**src/rtl/brt_pkg.sv**
```systemverilog
package brt_pkg;

  typedef enum logic [1:0] {
    BK_SEQ    = 2'b00,
    BK_COND   = 2'b01,
    BK_ALWAYS = 2'b10,
    BK_RSVD   = 2'b11
  } br_kind_e;

  typedef enum logic {
    CS_CARRY_CLR = 1'b0,
    CS_EQUAL     = 1'b1
  } cond_sel_e;

  typedef struct packed {
    logic c;
    logic z;
  } flags_t;

endpackage

```
**src/rtl/brt_rst_sync.sv**
```systemverilog
module brt_rst_sync #(
  parameter int STAGES = 2
) (
  input  logic clk,
  input  logic rst_n_in,
  output logic rst_n_out
);

  logic [STAGES-1:0] chain_q;
  logic [STAGES-1:0] chain_d;

  always_comb begin
    chain_d = {chain_q[STAGES-2:0], 1'b1};
  end

  always_ff @(posedge clk or negedge rst_n_in) begin
    if (!rst_n_in) chain_q <= '0;
    else           chain_q <= chain_d;
  end

  assign rst_n_out = chain_q[STAGES-1];

endmodule

```
**src/rtl/brt_offset_ext.sv**
```systemverilog
module brt_offset_ext #(
  parameter int IN_W  = 9,
  parameter int OUT_W = 16
) (
  input  logic [IN_W-1:0]  off_words,
  output logic [OUT_W-1:0] off_bytes
);

  localparam int PAD_W = OUT_W - IN_W - 1;

  generate
    if (PAD_W > 0) begin : g_extend
      always_comb begin
        off_bytes = {{PAD_W{off_words[IN_W-1]}}, off_words, 1'b0};
      end
    end else begin : g_trunc
      always_comb begin
        off_bytes = {off_words[OUT_W-2:0], 1'b0};
      end
    end
  endgenerate

endmodule

```
**src/rtl/brt_cond_eval.sv**
```systemverilog
module brt_cond_eval
  import brt_pkg::*;
(
  input  br_kind_e  kind,
  input  cond_sel_e cond_sel,
  input  flags_t    flags,
  output logic      taken,
  output logic      use_long
);

  logic cond_true;

  always_comb begin
    unique case (cond_sel)
      CS_CARRY_CLR: cond_true = ~flags.c;
      CS_EQUAL:     cond_true = flags.z;
      default:      cond_true = 1'b0;
    endcase
  end

  always_comb begin
    taken    = 1'b0;
    use_long = 1'b0;
    unique case (kind)
      BK_COND:   taken = cond_true;
      BK_ALWAYS: begin
        taken    = 1'b1;
        use_long = 1'b1;
      end
      default: begin
        taken    = 1'b0;
        use_long = 1'b0;
      end
    endcase
  end

endmodule

```
**src/rtl/brt_target_calc.sv**
```systemverilog
module brt_target_calc #(
  parameter int PC_W = 16
) (
  input  logic [PC_W-1:0] pc,
  input  logic [PC_W-1:0] short_off,
  input  logic [PC_W-1:0] long_off,
  input  logic            taken,
  input  logic            use_long,
  output logic [PC_W-1:0] next_pc
);

  localparam logic [PC_W-1:0] INSN_BYTES = PC_W'(2);

  logic [PC_W-1:0] seq_pc;
  logic [PC_W-1:0] sel_off;
  logic [PC_W-1:0] tgt_pc;
  logic [PC_W-1:0] raw_pc;

  always_comb begin
    seq_pc  = pc + INSN_BYTES;
    sel_off = use_long ? long_off : short_off;
    tgt_pc  = seq_pc + sel_off;
    raw_pc  = taken ? tgt_pc : seq_pc;
    next_pc = {raw_pc[PC_W-1:1], 1'b0};
  end

endmodule

```
**src/rtl/brt_pc_reg.sv**
```systemverilog
module brt_pc_reg #(
  parameter int              PC_W       = 16,
  parameter logic [PC_W-1:0] START_ADDR = 16'h4000
) (
  input  logic            clk,
  input  logic            arst_n,
  input  logic            en,
  input  logic [PC_W-1:0] d,
  output logic [PC_W-1:0] q
);

  localparam logic [PC_W-1:0] RST_VAL = {START_ADDR[PC_W-1:1], 1'b0};

  logic [PC_W-1:0] q_nxt;

  always_comb begin
    q_nxt = q;
    if (en) q_nxt = d;
  end

  always_ff @(posedge clk or negedge arst_n) begin
    if (!arst_n) q <= RST_VAL;
    else         q <= q_nxt;
  end

  p_hold_r10: assert property (@(posedge clk) disable iff (!arst_n)
    !en |=> (q == $past(q)));

  p_load_r10: assert property (@(posedge clk) disable iff (!arst_n)
    en |=> (q == $past(d)));

endmodule

```
**src/rtl/brt_branch_unit.sv**
```systemverilog
module brt_branch_unit
  import brt_pkg::*;
#(
  parameter int              PC_W       = 16,
  parameter int              COND_OFF_W = 9,
  parameter int              JUMP_OFF_W = 10,
  parameter logic [PC_W-1:0] START_ADDR = 16'h4000
) (
  input  logic                  clk,
  input  logic                  rst_n,
  input  logic                  step_en,
  input  logic [1:0]            kind,
  input  logic [JUMP_OFF_W-1:0] offset_field,
  input  logic                  cond_sel,
  input  logic                  flag_c,
  input  logic                  flag_z,
  output logic [PC_W-1:0]       pc_q,
  output logic [PC_W-1:0]       next_pc,
  output logic                  taken
);

  localparam logic [PC_W-1:0] STEP = PC_W'(2);

  logic            srst_n;
  br_kind_e        kind_e;
  cond_sel_e       sel_e;
  flags_t          flags;
  logic            use_long;
  logic [PC_W-1:0] short_off;
  logic [PC_W-1:0] long_off;

  always_comb begin
    kind_e  = br_kind_e'(kind);
    sel_e   = cond_sel_e'(cond_sel);
    flags.c = flag_c;
    flags.z = flag_z;
  end

  brt_rst_sync #(.STAGES(2)) u_rst (
    .clk       (clk),
    .rst_n_in  (rst_n),
    .rst_n_out (srst_n)
  );

  brt_offset_ext #(.IN_W(COND_OFF_W), .OUT_W(PC_W)) u_ext_cond (
    .off_words (offset_field[COND_OFF_W-1:0]),
    .off_bytes (short_off)
  );

  brt_offset_ext #(.IN_W(JUMP_OFF_W), .OUT_W(PC_W)) u_ext_jump (
    .off_words (offset_field),
    .off_bytes (long_off)
  );

  brt_cond_eval u_cond (
    .kind     (kind_e),
    .cond_sel (sel_e),
    .flags    (flags),
    .taken    (taken),
    .use_long (use_long)
  );

  brt_target_calc #(.PC_W(PC_W)) u_calc (
    .pc        (pc_q),
    .short_off (short_off),
    .long_off  (long_off),
    .taken     (taken),
    .use_long  (use_long),
    .next_pc   (next_pc)
  );

  brt_pc_reg #(.PC_W(PC_W), .START_ADDR(START_ADDR)) u_pc (
    .clk    (clk),
    .arst_n (srst_n),
    .en     (step_en),
    .d      (next_pc),
    .q      (pc_q)
  );

  p_seq_r2: assert property (@(posedge clk) disable iff (!srst_n)
    (kind == 2'b00 || kind == 2'b11) |-> (!taken && next_pc == pc_q + STEP));

  p_carry_clr_r3: assert property (@(posedge clk) disable iff (!srst_n)
    (kind == 2'b01 && !cond_sel) |-> (taken == !flag_c));

  p_equal_r4: assert property (@(posedge clk) disable iff (!srst_n)
    (kind == 2'b01 && cond_sel) |-> (taken == flag_z));

  p_jump_taken_r6: assert property (@(posedge clk) disable iff (!srst_n)
    (kind == 2'b10) |-> taken);

  p_fallthru_r7: assert property (@(posedge clk) disable iff (!srst_n)
    !taken |-> (next_pc == pc_q + STEP));

  p_even_r9: assert property (@(posedge clk) disable iff (!srst_n)
    next_pc[0] == 1'b0);

endmodule

```
**config.mk**
```make
export PLATFORM = sky130hd
export DESIGN_NAME = brt_branch_unit
export DESIGN_NICKNAME = d
export VERILOG_FILES = /design/src/rtl/brt_pkg.sv /design/src/rtl/brt_rst_sync.sv /design/src/rtl/brt_offset_ext.sv /design/src/rtl/brt_cond_eval.sv /design/src/rtl/brt_target_calc.sv /design/src/rtl/brt_pc_reg.sv /design/src/rtl/brt_branch_unit.sv
export SDC_FILE = /design/constraint.sdc
export NUM_CORES = 1
export LEC_CHECK = 0
export ABC_AREA = 1
export ABC_CLOCK_PERIOD_IN_PS = 7800
export BUFFER_PORTS_ARGS = -buffer_cell sky130_fd_sc_hd__clkbuf_2
export CORE_ASPECT_RATIO = 1.1
export CORE_MARGIN = 5
export CORE_UTILIZATION = 40
export DETAILED_ROUTE_END_ITERATION = 8
export PLACE_DENSITY = 0.68
export SYNTH_ARGS = -nofsm -noshare
export SYNTH_HDL_FRONTEND = slang
export SYNTH_SLANG_ARGS = --single-unit
```
**constraint.sdc**
```tcl
create_clock -name clk -period 7.8 [get_ports clk]
set_input_delay 1.56 -clock clk [delete_from_list [all_inputs] [get_ports clk]]
set_output_delay 1.56 -clock clk [all_outputs]
set_load 0.05 [all_outputs]
```
==> results.toml <==
[status]
status = "complete, no violations"

[critical_path]
crit_path_start = "kind[0]"
cp_data_required_time_ns = 6.24
rrSetupSlack_ns = 5.06
crit_cells = 14
worstSetupPathType = "in2out"
critPathBufInv = 5
start_kind = "input pin"
worstSetupEndpoint = "next_pc[11]"
rr_startpoint = "u_pc.q[3]"
cp_slowest_stage_delay_ns = 0.40
rr_endpoint = "u_pc.q[15]"
cp_max_fo = 9
cp-end-kind = "output port"
reg2regPathDepth = 19
worst_path_most_repeated_cell = "inv_1"
critPathTopFamily = "compound AO/OA/AOI/OAI gates"
crit_slowest_cell = "ha_1"
arrival_ns = 4.05
path_cells = "clkbuf_2 > inv_1 > ha_1 > inv_1 > or2_1 > o21ai_0 > inv_1 > ha_1 > a21oi_1 > nand2_1 > a21oi_1 > xor2_1 > a21boi_0 > clkbuf_2"

[die]
floorplan.initialDensity = 0.414
fp.dieW_um = 78.8
core_um2 = 5030
boundaryPins = 51
fp.dieH_um = 85.7
die_area_um2 = 6750
rows = 27

[global_route]
grt_overflow = 0
grt_pass1_vias = 2102
grt_start_max_net_pins = 25
antenna_found_initial = 0
grt_pass1_wl_mm = 9.34
track_usage = 0.168

[power_and_ir_drop]
p_comb_frac = 0.754
power_density_nw_per_um2 = 387
leakagePower_nw = 1.38
clock_power_share = 0.071
p_sw_mw = 0.581
swShare = 0.628
seqPwrFrac = 0.176
vdd_drop_max_mv = 0.231
internal_power_mw = 0.345

[sta]
fin_skew_ns = 0.000971
hold_ws_ns = 0.260
setup_tns_ns = 0
timing.final.hold_violations = 0
layout_setup_ws_ns = 2.19
max_slew_margin = 0.499
max_freq_ghz = 0.178
rsz0062_at_grt = "no"
tightest_slew_ns = 0.750
setup_violations = 0
min_period_ns = 5.61
post-route-period-util = 0.719
slew_viol_final = 0

[logic_synthesis]
ys_types = 35
synth_area_leaders = "nand2_1, dfrtp_1, ha_1"
ys_seq_area_frac = 0.205
ys_seq_elements = 17
synth_warnings = 0
synth_area_per_cell_um2 = 6.39
synthCells = 326
syn_area_um2 = 2080
yosysTopAreaCell = "nand2_1"
synth_top_area_frac = 0.207

[detailed_routing]
drc = 0
dr.first_iter.drc_count = 115
drt_pre_antenna_iters = 4
ant_nets = 0
num_vias = 2116
drt_wl_total_mm = 5.29
detail_route.wl_per_cell_um = 12.3
post_drt_via_cell_ratio = 4.92

[clock_tree]
cts-root-buf = "clkbuf_8"
tritoncts = "done"
clkSinkCount = 17
clockBufferDepth = 2
ctsHoldBuffers = 0
clk-insertion-delay-late_ns = 0.25
cts_setup_buffers = 0
cts-resized-gates = 0
path_clk_slew_ns = 0.07
htreeDepth = 1
cts_made_buffers = 3

[placed_design]
dpl_worst_slack_ns = 2.18
placed_cells = 426
place_area_um2 = 2350
routabilityCongestion = 0.841
port_buffers = 48
hpwl_mm = 4.48

[run]
cap_violations = 0

[hold_path]
hp-class = "reg2async"

[final_layout]
drive_above_1_share = 0.188
final_design_area_no_fill_um2 = 2390
fillers = 515
area_growth_pct = 15.0
final_nets = 413
antennaDiodeCount = 0
stdcell_count = 430
==> Yosys cell counts (all sizes together) <==
library cell / instances
o21bai: 1
fa: 1
xor2: 13
o21ai: 16
a21oi: 12
or2: 2
and2: 3
nand3: 27
nor3: 2
conb: 2
nor2: 25
nand2: 119
buf: 7
nand4: 3
ha: 21
xnor2: 5
a21boi: 2
nor4: 1
a21o: 2
a31oi: 2
dfstp: 1
dfrtp: 16
inv: 43
==> per-layer routing <==
metal | routed length, um | GRT usage
met3 | 278 | 0.0326
met2 | 2680 | 0.309
met1 | 2300 | 0.210
met4 | 23 | 0.0172
met5 | 0 | 0
==> sequential cells by signal (all words and copies together) (netlist names) <==
signal	count
u_pc.q	15
u_rst.chain_q	2
==> stage by stage <==
step | total power [mW] | utilization
after floorplan | 0.709 | -
after global routing | 1.01 | 0.476
after detailed placement | 0.864 | 0.467
final | 0.926 | 0.476
after CTS | 0.934 | 0.476
after global placement | 0.856 | 0.467
==> power by group through the flow <==
stage / combinational (mW) / clock, mW / sequential (mW)
after floorplan: 0.459 / 0 / 0.250
after global placement: 0.692 / 0 / 0.164
after detailed placement: 0.700 / 0 / 0.164
after CTS: 0.704 / 0.0677 / 0.163
after global routing: 0.767 / 0.0739 / 0.170
final: 0.698 / 0.0655 / 0.163
==> area by class of cell <==
type / count / area (um^2) / share of cell area
clock buffer: 3 / 41.3 / 0.0172
inverter: 43 / 161 / 0.0674
timing repair buffer: 48 / 240 / 0.100
tap: 58 / 72.6 / 0.0303
sequential: 17 / 427 / 0.178
multi-input combinational: 260 / 1450 / 0.604
clock inverter: 1 / 5.00 / 0.00209
==> cell families (layout without fill, tap and decap cells) <==
family	Yosys count	after routing	share of synthesized area
buffers and inverters	50	95	0.102
other	2	3	0.00360
AO/OA/AOI/OAI	35	35	0.0949
AND/OR/NAND/NOR	182	182	0.383
adder cells (fa/ha/maj)	22	22	0.136
XOR/XNOR	18	18	0.0757
flip-flops	17	17	0.205
==> layout by cell type (no fill, tap or decap), types with 2 or more instances in the layout <==
cell,count
nand2_1,115
clkbuf_2,48
inv_1,42
nand3_1,25
nor2_1,21
ha_1,21
dfrtp_1,16
o21ai_0,13
xor2_1,13
a21oi_1,12
xnor2_1,5
nand2_2,4
and2_1,3
conb_1,3
clkbuf_8,3
nand4_1,2
nand3_2,2
nor2_2,2
nor2_4,2
nor3_2,2
a21o_1,2
a31oi_1,2
o21ai_1,2
==> worst min path at each step <==
| stage | cells after the start | endpoint | from |
|---|---|---|---|
| final | 0 | u_pc.q[3] | u_rst.chain_q[1] |
| after global routing | 0 | u_pc.q[3] | u_rst.chain_q[1] |
| after CTS | 0 | u_pc.q[3] | u_rst.chain_q[1] |
| after detailed placement | 0 | u_pc.q[3] | u_rst.chain_q[1] |
| after global placement | 0 | u_pc.q[3] | u_rst.chain_q[1] |
| after floorplan | 0 | u_pc.q[10] | u_rst.chain_q[1] |
No activity file was read; power rests on OpenSTA's default activity.
